**config.mk**
```make
export PLATFORM = sky130hd
export DESIGN_NAME = irq_hub
export DESIGN_NICKNAME = d
export VERILOG_FILES = /design/src/rtl/irq_hub.sv
export SDC_FILE = /design/constraint.sdc
export NUM_CORES = 1
export LEC_CHECK = 0
export BUFFER_PORTS_ARGS = -buffer_cell sky130_fd_sc_hd__buf_2
export CORE_MARGIN = 4
export CORE_UTILIZATION = 49
export DETAILED_ROUTE_END_ITERATION = 7
export PLACE_DENSITY = 0.85
export SYNTH_ARGS = -nofsm -noshare
export SYNTH_HDL_FRONTEND = slang
export SYNTH_SLANG_ARGS = --single-unit
```
**constraint.sdc**
```tcl
create_clock -name clk -period 1.4 [get_ports clk]
set_input_delay 0.28 -clock clk [delete_from_list [all_inputs] [get_ports clk]]
set_output_delay 0.28 -clock clk [all_outputs]
set_load 0.02 [all_outputs]
```
**src/rtl/irq_hub.sv**
```systemverilog
module irq_hub #(
  parameter int NUM_PERIPH = 8,
  parameter int PC_W       = 13,
  parameter int VECTOR     = 4
) (
  input  logic                  clk,
  input  logic                  rst_n,
  input  logic [2:0]            core_evt,
  input  logic [NUM_PERIPH-1:0] per_evt,
  input  logic [1:0]            reg_sel,
  input  logic                  reg_we,
  input  logic [7:0]            reg_wdata,
  output logic [7:0]            reg_rdata,
  input  logic                  vec_ack,
  input  logic                  ret_strobe,
  output logic                  irq,
  output logic                  wake,
  output logic [PC_W-1:0]       vec_addr
);

  logic                  gie_q, grp_en_q, irq_q;
  logic [2:0]            cen_q, cflag_q;
  logic [NUM_PERIPH-1:0] pflag_q, pen_q;

  logic wr_ctrl, wr_pf, wr_pe, core_hit, per_hit, pending;

  assign wr_ctrl  = reg_we && (reg_sel == 2'd0);
  assign wr_pf    = reg_we && (reg_sel == 2'd1);
  assign wr_pe    = reg_we && (reg_sel == 2'd2);
  assign core_hit = |(cflag_q & cen_q);
  assign per_hit  = grp_en_q && |(pflag_q & pen_q);
  assign pending  = core_hit || per_hit;

  assign wake     = pending;
  assign irq      = irq_q;
  assign vec_addr = PC_W'(VECTOR);

  always_comb begin
    case (reg_sel)
      2'd0:    reg_rdata = {gie_q, grp_en_q, cen_q, cflag_q};
      2'd1:    reg_rdata = 8'(pflag_q);
      2'd2:    reg_rdata = 8'(pen_q);
      default: reg_rdata = 8'h00;
    endcase
  end

  always_ff @(posedge clk) begin
    if (!rst_n) begin
      gie_q    <= 1'b0;
      grp_en_q <= 1'b0;
      cen_q    <= '0;
      cflag_q  <= '0;
      pflag_q  <= '0;
      pen_q    <= '0;
      irq_q    <= 1'b0;
    end else begin
      cflag_q <= (wr_ctrl ? reg_wdata[2:0] : cflag_q) | core_evt;
      pflag_q <= (wr_pf ? reg_wdata[NUM_PERIPH-1:0] : pflag_q) | per_evt;
      if (wr_ctrl) begin
        cen_q    <= reg_wdata[5:3];
        grp_en_q <= reg_wdata[6];
      end
      if (wr_pe) pen_q <= reg_wdata[NUM_PERIPH-1:0];
      if (vec_ack)         gie_q <= 1'b0;
      else if (ret_strobe) gie_q <= 1'b1;
      else if (wr_ctrl)    gie_q <= reg_wdata[7];
      irq_q <= gie_q && pending && !vec_ack;
    end
  end

  p_core_evt_sets_r2: assert property (@(posedge clk) disable iff (!rst_n)
    (core_evt != 3'b0) |=> ((cflag_q & $past(core_evt)) == $past(core_evt)));

  p_per_evt_sets_r2: assert property (@(posedge clk) disable iff (!rst_n)
    (per_evt != '0) |=> ((pflag_q & $past(per_evt)) == $past(per_evt)));

  p_irq_needs_gie_r4: assert property (@(posedge clk) disable iff (!rst_n)
    irq |-> $past(gie_q));

  p_group_mask_r5: assert property (@(posedge clk) disable iff (!rst_n)
    (irq && !$past(core_hit)) |-> $past(grp_en_q));

  p_ack_clears_r6: assert property (@(posedge clk) disable iff (!rst_n)
    vec_ack |=> (!gie_q && !irq));

  p_ret_sets_r7: assert property (@(posedge clk) disable iff (!rst_n)
    (ret_strobe && !vec_ack) |=> gie_q);

  p_flags_kept_r8: assert property (@(posedge clk) disable iff (!rst_n)
    ((vec_ack || ret_strobe) && !reg_we) |=>
      (((cflag_q & $past(cflag_q)) == $past(cflag_q)) &&
       ((pflag_q & $past(pflag_q)) == $past(pflag_q))));

endmodule

```
# Word-level counts from Yosys, hierarchy flattened
# Index checks and enable logic that the tools add are counted.
[word_totals]
ff_bits = 25
latch_bits = 0
ram_bits = 0
romBits = 0
inputBits = 26
output_inout_bits = 23
n_memories = 0
[op_classes]
add_sub_neg = 0
multipliers = 0
div_mod_pow = 0
n_lt_le_gt_ge = 0
n_eq_ne = 2
n_shift = 0
n_mux = 5
bitwise = 5
reduce_logical = 13
[ops]
columns = ["op", "count"]
rows = [
  ["8-bit one-hot mux with 3 select lines", 1],
  ["8-bit bitwise AND", 1],
  ["8-bit two-way mux", 1],
  ["8-bit OR", 1],
  ["8-bit OR reduction", 1],
  ["1-bit logical AND", 6],
  ["3-bit bitwise AND", 1],
  ["3-bit two-way mux", 1],
  ["3-bit OR", 1],
  ["3-bit OR reduction", 1],
  ["2-bit by 1-bit equality test with 1-bit output, second input constant", 1],
  ["2-bit equality test, second input constant", 1],
  ["2-bit logical NOT", 1],
  ["1-bit two-way mux", 2],
  ["2-bit nonzero test", 1],
  ["2-bit OR reduction", 1],
  ["1-bit logical NOT", 1],
  ["1-bit logical OR", 1],
  ["1-bit inverter", 1],
]

# Longest topological paths before layout
# Gate-level depths: netlist (run 1).
[logic_depth]
word_depth = 6
ltp_mapped = 5
mapped_depth_nobuf = 3

# Least setup slack after synthesis (run 1)
# Ideal clock, no wire load.
[synth_timing]
path_kind = "input to output"
start = "input port reg_sel[1]"
end = "output port reg_rdata[0]"
t_arrival_ps = 1071
required_time_ps = 1120
slack_ps = 49
path_stages = 5
n_path_buf = 2
path_cell_list = "buf_4 -> nor2b_1 -> clkbuf_1 -> nand2_1 -> o21ai_0"
[synth_via]
elab_chain_cells = 2
elab_cells_between_ends = 4
classes_between = "2 x eq/ne; 1 x mux; 1 x reduce/logical"
[synth_lines]
columns = ["item", "line_no", "rtl"]
rows = [
  ["start: declaration", "10", "input logic [1:0] reg_sel,"],
  ["2-bit equality test (tied with other cells)", "39", "case (reg_sel)"],
  ["8-bit one-hot mux with 3 select lines (*)", "39", ""],
  ["end: declaration", "13", "output logic [7:0] reg_rdata,"],
]
# Mark *: on every way between the ends. The rest lies on a longest branch, timed or not.

# Final worst setup path (run 1)
[layout_timing]
start = "register pflag_q[2]"
end = "output port wake"
[layout_via]
elab_chain_cells = 4
[layout_lines]
columns = ["item", "line_no", "rtl"]
rows = [
  ["start: declaration", "23", "logic [NUM_PERIPH-1:0] pflag_q, pen_q;"],
  ["start signal: assignment", "58", "pflag_q <= (wr_pf ? reg_wdata[NUM_PERIPH-1:0] : pflag_q) | per_evt;"],
  ["8-bit bitwise AND", "31", "assign per_hit = grp_en_q && |(pflag_q & pen_q);"],
  ["8-bit OR reduction", "31", ""],
  ["1-bit logical AND", "31", ""],
  ["1-bit logical OR", "32", "assign pending = core_hit || per_hit;"],
  ["end: declaration", "17", "output logic wake,"],
]
# No other way between the ends.

==> impl_results.md, run 1 <==
* Core area at 2540 um2
* Cell count after synthesis at 136
* Most common cell after layout, fill and taps aside: buf_2
* Design Power at 0.00149 W
* Vias in the first global route at 1234
* Max Cap Viol at 0
* Hold-fix buffers at CTS at 0
* Share of cells above drive strength 1 at between 40 and 50%
* CTS tree: built
* Die width at approximately 61 um
* CP Cell Sequence: a22oi_2, nand4_1, a21bo_2, buf_6
* Setup CP Type: reg2out
* Synth Cell Area at 1350 um2
* Global-route usage over all layers at a little over a fifth
* Yosys reg bits at 25
* CP peak stage delay at around 0.36 ns
* Worst Path Arrival at ~1.5 ns
* Post-route ant nets at 0
* Die ar. at 3670 um2
* Max FO, Critical Path at 3
* Die extent in y at 60.6 um
* Max Buffers Root-to-Sink at 2
* Final wirelength at 3700 um
* Clock Tree Root: clkbuf_4
* RSZ-0062 raised after global routing: yes
* Placement Setup Slack at -0.0175 ns
* Register area share after synthesis at between 30% and 40%
* CP max-delay cell: dfxtp_1
* First-pass GRT wire length at 5930 um
* Period utilization at 128%
* Wire per inst at 16.8 um
* Synth warnings at 0
* Minimum clock period at between 1.5 and 2 ns
* Via density at 5.22
* Lkg Pwr at around 0.85 nW
* Critical path's top delay family: compound AO/OA/AOI/OAI gates
* CP Data Required Time at 1.12 ns
* Pwr Density at between 800 and 900 nW/um2
* Fin nets at 217
* RR Startpoint: cen_q[2]
* H-tree levels at 1
* Worst Setup Slack, final at -0.399 ns
* GPL Wtd Cong at 0.823
* Hold Path Class: in2reg
* Maximum vdd drop at 0.848 mV
* DRC Markers at 0
* IO Count at 49
* Vias at 1148
* Crit path from: pflag_q[2]
* Overflow after GRT at 0
* Initial core utilization at 53.2%
* Number of distinct library cells after synthesis at 23
* Fin. max-slew vios at 0
* Synthesis-to-layout area growth at 31.6%
* Worst setup SP type: flip-flop
* IO buf count at 35
* Final Hold Viols at 0
* Final setup viols at 7
* Failing checks: setup timing
* Clock Latency Late Sink at 0.34 ns
* Status: complete, but fails checks
* Initial antenna violation count at 0
* Worst Setup End Kind: output pin
* Synthesized area per cell at 9.95 um2
* Detailed Place HPWL at 2400 um
* Total CTS buffers at 3
* Number of DRC markers in iteration 0 at 39
* Peak Freq at 556 MHz
* FP Rows at 18
* Reg clk slew, reported paths at 0.15 ns
* Clock Sinks at 25
* Critical path buffer and inverter count at 1
* Worst clock skew at around 0.0045 ns
* Commonest non-fill, non-tap cells in the layout: 27 x buf_2, 21 x buf_4, 20 x mux2i_1
* N_diodes at 0
* Hold_sp: core_evt[1]
* Largest net degree at the start of global routing at 15
* DR pass1 iterations at 4
## power by group
group,switching [W],total [W],internal [W]
clock,0.000240,0.000347,0.000108
combinational,0.000174,0.000352,0.000178
sequential,0.0000329,0.000786,0.000753
## registers in the layout, indices dropped and copies added (netlist names)
register	flops
cen_q	3
cflag_q	3
gie_q	1
grp_en_q	1
irq	1
pen_q	8
pflag_q	8
## layer usage
| metal | global-route usage, % | up-vias | share of wire, % |
|---|---|---|---|
| met5 | 0 | - | 0 |
| met4 | 14.9 | 0 | 3.5 |
| met3 | 2.13 | 12 | 6.3 |
| met2 | 39.1 | 52 | 51 |
| met1 | 24.6 | 527 | 40 |
| li1 | - | 557 | - |
## kinds of logic after synthesis
kind of cell / count (synthesis) / synth area share, %
AOI/OAI and AO/OA: 27 / 13.8
buffers and inverters: 22 / 11.1
DFF: 25 / 37.0
muxes: 32 / 24.7
other: 2 / 0.555
and+or+nand+nor: 28 / 12.9
## timing repair
action / 4_1_cts / 5_1_grt
gates resized for setup: 22 / 23
setup buffers: 10 / 2
cloned: 0 / 0
pin swaps: 2 / 5
endpoints found under the setup margin: 9 / 10
## stage by stage
step                      hold WS (ns)  cell area, um2  utilization, %  TNS [ns]  instances
after detailed placement         0.494            1580            62.2   -0.0541        206
after global routing             0.149            1780            70.0     -1.45        220
final                            0.136            1780            70.0    -0.905        220
after floorplan                  0.404            1400               -         0        147
after global placement           0.488            1580            62.2         0        206
after CTS                        0.143            1720            67.6    -0.733        220
## final cells by class
type | instances | area [um2]
Clock buffer | 3 | 22.5
Timing Repair Buffer | 59 | 425
Tap cell | 30 | 37.5
Clock inverter | 1 | 5.00
Multi-Input combinational cell | 100 | 767
Fill cell | 176 | 763
Sequential cell | 25 | 517
Inverter | 2 | 7.51
## cell usage after synthesis
master     instances  area share, %
nand3b_1           2            1.1
buf_4             16            8.9
nand2b_1           1           0.46
clkbuf_1           3           0.83
dfxtp_1           25             37
o21ai_0            8            3.0
a21bo_2            1           0.74
o21a_1            11            6.1
a21oi_1            1           0.37
mux2i_1           21             16
a22oi_1            4            2.2
conb_1             2           0.55
nor2_1             1           0.28
nor2b_1           13            6.0
nand4_1            1           0.46
nand3b_4           1            1.5
inv_1              2           0.55
o2bb2ai_1          1           0.65
nand2_1            8            2.2
buf_6              1           0.83
mux2_2            11            9.1
nor3b_2            1           0.92
a222oi_1           1           0.74
## worst reg2reg max path: cells and delay by family, from the launching register on
kind	cells	cell delay (ns)
flip-flops	1	0.36
buffers and inverters	8	0.76
AO/OA/AOI/OAI	2	0.41
## final timing paths
kind | depth (start not counted) | slack (ns) | to
max | 4 | -0.40 | wake
min | 2 | 0.14 | cflag_q[1]
max reg2reg | 10 | -0.23 | irq
min reg2reg | 2 | 0.55 | pen_q[1]
(Power assumes the default switching activity.)
==> inputs of run 2 (changes only) <==
Settings changed: CORE_ASPECT_RATIO set to 1.2, RECOVER_POWER set to 100, TNS_END_PERCENT set to 20.
==> impl_results.md, run 2 (synthesized netlist as in run 1, its figures left out) <==
* Top flop regs: pen_q x8, pflag_q x8
* Slew @ Worst Pin at between 0.6 and 0.7 ns
* Setup TNS at -1.03 ns (-0.121 ns)
* Total CTS buffers at 3 (unchanged)
* Hold Path Class: in2reg
* IO buf count at 35 (unchanged)
* IO Count at 49 (unchanged)
* Minimum clock period at 1.77 ns (-0.0253 ns)
* Clock Sinks at 25 (unchanged)
* Post-route ant nets at 0 (unchanged)
* Status: complete, but fails checks
* Failing checks: setup timing
* Overflow after GRT at 0 (unchanged)
* Synthesis-to-layout area growth at 17.1%
* Initial core utilization at 52.0% (-1.2 points)
* Wire per inst at 14.0 um (-17%)
* Worst Setup End Kind: output pin
* Clock Tree Root: clkbuf_4
* Maximum vdd drop at 0.588 mV (-31%)
* Number of DRC markers in iteration 0 at 32 (-18%)
* Worst Setup Slack, final at -0.373 ns (+0.0253 ns)
* Hold_sp: per_evt[4]
* Largest net degree at the start of global routing at 18 (+3)
* Crit path from: cflag_q[2]
* Max FO, Critical Path at 2 (-1)
* CP Cell Sequence: a222oi_1, a21bo_2, buf_6
* Die width at 56.0 um (-7.6%)
* Vias in the first global route at 1056 (-14%)
* Die extent in y at 65.6 um (+8.3%)
* Lkg Pwr at 0.734 nW (-14%)
* Core area at 2600 um2 (+2.3%)
* FP Rows at 20 (+2)
* Detailed Place HPWL at 2390 um (-0.60%)
* Worst setup SP type: flip-flop
* Initial antenna violation count at 0 (unchanged)
* CP peak stage delay at 0.43 ns (+0.07 ns)
* CP max-delay cell: a222oi_1
* N_diodes at 0 (unchanged)
* Critical path's top delay family: compound AO/OA/AOI/OAI gates
* Die ar. at 3670 um2 (+0.11%)
* RR Startpoint: cflag_q[2]
* Fin nets at 205 (-5.5%)
* H-tree levels at 1 (unchanged)
* Fill count at 219 (+24%)
* Max Cap Viol at 0 (unchanged)
* Final wirelength at 2950 um (-20%)
* Worst Path Arrival at 1.49 ns (-0.03 ns)
* Placement Setup Slack at -0.0161 ns (+0.00131 ns)
* Period utilization at 127% (-1.8 points)
* Share of cells above drive strength 1 at 40.4% (-9.0 points)
* Commonest non-fill, non-tap cells in the layout: 30 x buf_2, 21 x mux2i_1, 14 x dfxtp_2
* CTS tree: built
* DR pass1 iterations at 4 (unchanged)
* Hold-fix buffers at CTS at 0 (unchanged)
* Pwr Density at 875 nW/um2 (+4.9%)
* Vias at 1079 (-6.0%)
* Critical path buffer and inverter count at 1 (unchanged)
* Setup Buffers After CTS at 0 (-10)
* Fin. max-slew vios at 0 (unchanged)
* Worst clock skew at 0.00980 ns (+0.00535 ns)
* Final setup viols at 6 (-1)
* First-pass GRT wire length at 4600 um (-22%)
* Final Hold Viols at 0 (unchanged)
* Final Util at 60.9% (-9.1 points)
* Max Buffers Root-to-Sink at 2 (unchanged)
* CP Data Required Time at 1.12 ns (about the same)
* Via density at 5.11 (-2.0%)
* Clock Latency Late Sink at 0.31 ns (-0.03 ns)
* Setup CP Type: reg2out
* Reg clk slew, reported paths at 0.13 ns (-0.02 ns)
* DRC Markers at 0 (unchanged)
* Peak Freq at 564 MHz (+1.4%)
* Most common cell after layout, fill and taps aside: buf_2
* GPL Wtd Cong at 0.802 (-2.5%)
* Global-route usage over all layers at 15.8% (-6.2 points)
* Rel. slew slack at between 50 and 60%
* RSZ-0062 raised after global routing: yes
run 2: what timing repair did:
item,CTS,global route
pin swaps,1,1
gates resized for setup,15,13
setup endpoints to repair,9,9
cloned,0,0
run 2: cell type report:
cell class | count | area [um2] | share of cell area, %
flip-flops and latches | 25 | 518 | 32.7
multi-input cells | 100 | 729 | 46.0
clock buffers | 4 | 26.3 | 1.66
inverters | 2 | 7.51 | 0.474
repair buffers | 47 | 263 | 16.6
well taps | 33 | 41.3 | 2.60
run 2: final timing paths:
check                           slack (ns)         end  cells past startpoint
worst max-delay path                 -0.37        wake                      3
worst min-delay path                  0.16  pflag_q[4]                      2
worst max register to register        0.39         irq                      2
worst min register to register        0.54         irq                      2
run 2: per-layer routing:
metal	share of wire (%)	GRT usage [%]	up-vias
met2	52	31.3	48
li1	-	-	532
met4	1.0	7.72	0
met3	6.5	2.75	6
met5	0	0	-
met1	40	15.5	493
run 2: metrics by stage:
step	std cells	cell area (um2)	hold WS, ns	power [W]
after floorplan	147	1400	0.404	0.00100
after global placement	207	1560	0.487	0.00107
after detailed placement	207	1560	0.489	0.00108
after CTS	211	1610	0.158	0.00140
after global routing	211	1590	0.143	0.00146
final	211	1590	0.164	0.00139
run 2: power by group:
group | leakage (nW) | total, W | internal, W | switching (W)
Clock | 0.0150 | 0.000313 | 0.000111 | 0.000202
Sequential | 0.212 | 0.000782 | 0.000753 | 0.0000295
Combinational | 0.507 | 0.000291 | 0.000139 | 0.000153
==> inputs of run 3 (changes only) <==
Settings changed: ABC_AREA set to 1, CORE_UTILIZATION 49 to 52, PLACE_DENSITY 0.85 to 0.89.
Clock period 1.4 ns to 2.26 ns, I/O delays scaled along.
==> impl_results.md, run 3 <==
* Status: complete, no violations
* Hold-fix buffers at CTS at 0 (unchanged)
* Max Buffers Root-to-Sink at 2 (unchanged)
* IO Count at 49 (unchanged)
* Hold_ws at 0.369 ns (+0.206 ns)
* Die extent in y at 63.8 um (-2.7%)
* Reg clk slew, reported paths at 0.12 ns (about the same)
* Post-route ant nets at 0 (unchanged)
* Worst Path Arrival at 1.52 ns (+0.03 ns)
* Top flop regs: pen_q x8, pflag_q x8
* Worst setup SP type: input port
* Rel. slew slack at 63.3% (+6.2 points)
* Fin nets at 253 (+23%)
* EDFF count, synth at 0 (unchanged)
* Fin. max-slew vios at 0 (unchanged)
* Setup Buffers After CTS at 0 (unchanged)
* Post-synth top area cell: dfxtp_1
* Largest net degree at the start of global routing at 24 (+6)
* Lkg Pwr at 0.695 nW (-5.2%)
* Max Cap Viol at 0 (unchanged)
* Worst clock skew at 0.00584 ns (-0.00396 ns)
* Stages on worst setup path at 5 (+2)
* FFs w/ async S/R, synth at 0% (unchanged)
* Critical path buffer and inverter count at 3 (+2)
* H-tree levels at 1 (unchanged)
* Commonest non-fill, non-tap cells in the layout: 67 x nand2_1, 25 x dfxtp_1, 25 x buf_2
* First-pass GRT wire length at 5170 um (+12%)
* Crit path top cell by count: clkbuf_1
* Worst Setup End Kind: output pin
* Maximum vdd drop at 0.377 mV (-36%)
* Most common cell in the netlist: nand2_1
* FP Rows at 19 (-5.0%)
* Peak Freq at a little over 500 MHz
* Via density at 4.98 (-2.7%)
* Pwr Density at 585 nW/um2 (-33%)
* Clock Latency Late Sink at 0.31 ns (about the same)
* Top post-synthesis cells by area: dfxtp_1 37%, nand2_1 18%, buf_4 7.2%, a21oi_1 5.9%, inv_1 5.6%
* Most common cell after layout, fill and taps aside: nand2_1
* Number of DRC markers in iteration 0 at 33 (+3.1%)
* CP max-delay cell: nand2_1
* IO buf count at 35 (unchanged)
* Synth Cell Area at 1350 um2 (-0.28%)
* Critical path's top delay family: buffers and inverters
* Synth cell count leaders: 65 x nand2_1, 25 x dfxtp_1, 20 x inv_1, 16 x a21oi_1, 13 x buf_4
* Setup CP Type: in2out
* Period utilization at 87.4%
* Max FO, Critical Path at 8 (+6)
* Synthesis-to-layout area growth at 7.97%
* Top FF cell, synth: dfxtp_1
* Hold path depth at 4 (+2)
* Initial antenna violation count at 0 (unchanged)
* Total CTS buffers at 3 (unchanged)
* Die width at 54.5 um (-2.6%)
* Detailed Place HPWL at 2390 um (about the same)
* GPL Wtd Cong at 0.816 (+1.7%)
* Overflow after GRT at 0 (unchanged)
* Final setup viols at 0 (-6)
* RSZ-0062 raised after global routing: no
* CP Data Required Time at 1.81 ns (+0.69 ns)
* Initial core utilization at 56.8% (+4.8 points)
* CP peak stage delay at 0.28 ns (-0.15 ns)
* Post-CTS sizing at 0 (-15)
* DRC Markers at 0 (unchanged)
* Post-synth top area share at 37.1% (+0.10 points)
* Die ar. at 3480 um2 (-5.2%)
* Vias in the first global route at 1236 (+17%)
* Clock Sinks at 25 (unchanged)
* Vias at 1279 (+19%)
* Synthesized area per cell at 7.03 um2 (-29%)
* Clock Tree Root: clkbuf_4
* Hold Path Class: in2reg
* Global-route usage over all layers at 19.9% (+4.1 points)
* CP Cell Sequence: clkbuf_1, inv_1, nand2_1, o211ai_1, clkbuf_1
* Number of distinct library cells after synthesis at 26 (+13%)
* Share of cells above drive strength 1 at 14.6% (-26 points)
* Minimum clock period at 1.97 ns
* DR pass1 iterations at 4 (unchanged)
* Setup TNS at 0 ns (+1.03 ns)
* Synth warnings at 0 (unchanged)
* CTS tree: built
* N_diodes at 0 (unchanged)
* Yosys reg bits at 25 (unchanged)
* Slew @ Worst Pin at 0.549 ns (-0.0931 ns)
* Final Hold Viols at 0 (unchanged)
* Core area at 2380 um2 (-8.7%)
* Final wirelength at 3220 um (+9.3%)
* Cell count after synthesis at 192 (+41%)
* R2r worst-path depth at 6 (+4)
* Register area share after synthesis at 37.1% (+0.10 points)
* Wire per inst at 12.5 um (-10%)
-- run 3: changes by cell type in the layout (fill, tap and decap cells not counted), sizes merged, moves of 4 or more --
cell | previous run | this run
mux2i | 21 | 0
nand2 | 8 | 68
inv | 2 | 21
clkbuf | 9 | 14
o211ai | 0 | 8
mux2 | 11 | 0
o21a | 11 | 0
nor2b | 13 | 0
o21ai | 8 | 12
a22oi | 4 | 0
nor2 | 1 | 12
buf | 42 | 25
a21oi | 1 | 17
-- run 3: cells by family (layout without fill, tap and decap cells) --
family / after synthesis / in the layout / synth area share, %
and+or+nand+nor: 87 / 87 / 30.4
buffers and inverters: 39 / 62 / 15.6
AOI/OAI and AO/OA: 39 / 39 / 16.4
DFF: 25 / 25 / 37.1
other: 2 / 13 / 0.556
-- run 3: cell type report --
class | count | area [um2]
Clock buffer | 4 | 26.3
Fill cell | 248 | 920
Timing Repair Buffer | 35 | 163
Sequential cell | 25 | 500
Inverter | 23 | 88.8
Tap cell | 31 | 38.8
Multi-Input combinational cell | 139 | 641
-- run 3: worst reg2reg max path, stage by stage, from the launching register on --
cell and delay [ns]:
dfxtp_1 0.35, nand2_1 0.07, nand2_1 0.05, nor2_1 0.13, nand2_1 0.08, nand2_1 0.08
a21oi_1 0.07
-- run 3: through the flow --
step           area [um2]  std cells  total power, W  setup WS (ns)  util [%]
2_1_floorplan        1390        203        0.000630          0.673         -
3_3_place_gp         1490        253        0.000672          0.404      62.6
3_5_place_dp         1490        253        0.000678          0.376      62.6
4_1_cts              1520        257        0.000868          0.373      63.7
5_1_grt              1460        257        0.000895          0.142      61.3
6_report             1460        257        0.000853          0.285      61.3
-- run 3: final timing paths --
path,slack (ns),to,start
min reg2reg,0.48,pen_q[7],pen_q[7]
min,0.37,gie_q,vec_ack
max,0.29,reg_rdata[7],reg_sel[0]
max reg2reg,1.34,irq,pflag_q[0]
-- run 3: routing by layer --
layer  part of all wire [%]  global-route usage, %  routed length, um
met5                      0                      0                  0
met2                     51                   34.1               1640
met4                   0.84                   8.72                 27
met3                    7.1                   2.79                230
met1                     41                   23.6               1330
-- run 3: where the power goes --
part | internal (W) | switching [W] | total [W] | leakage [nW]
Clock | 0.0000690 | 0.000127 | 0.000196 | 0.0150
Combinational | 0.0000553 | 0.000116 | 0.000171 | 0.474
Sequential | 0.000468 | 0.0000180 | 0.000486 | 0.207
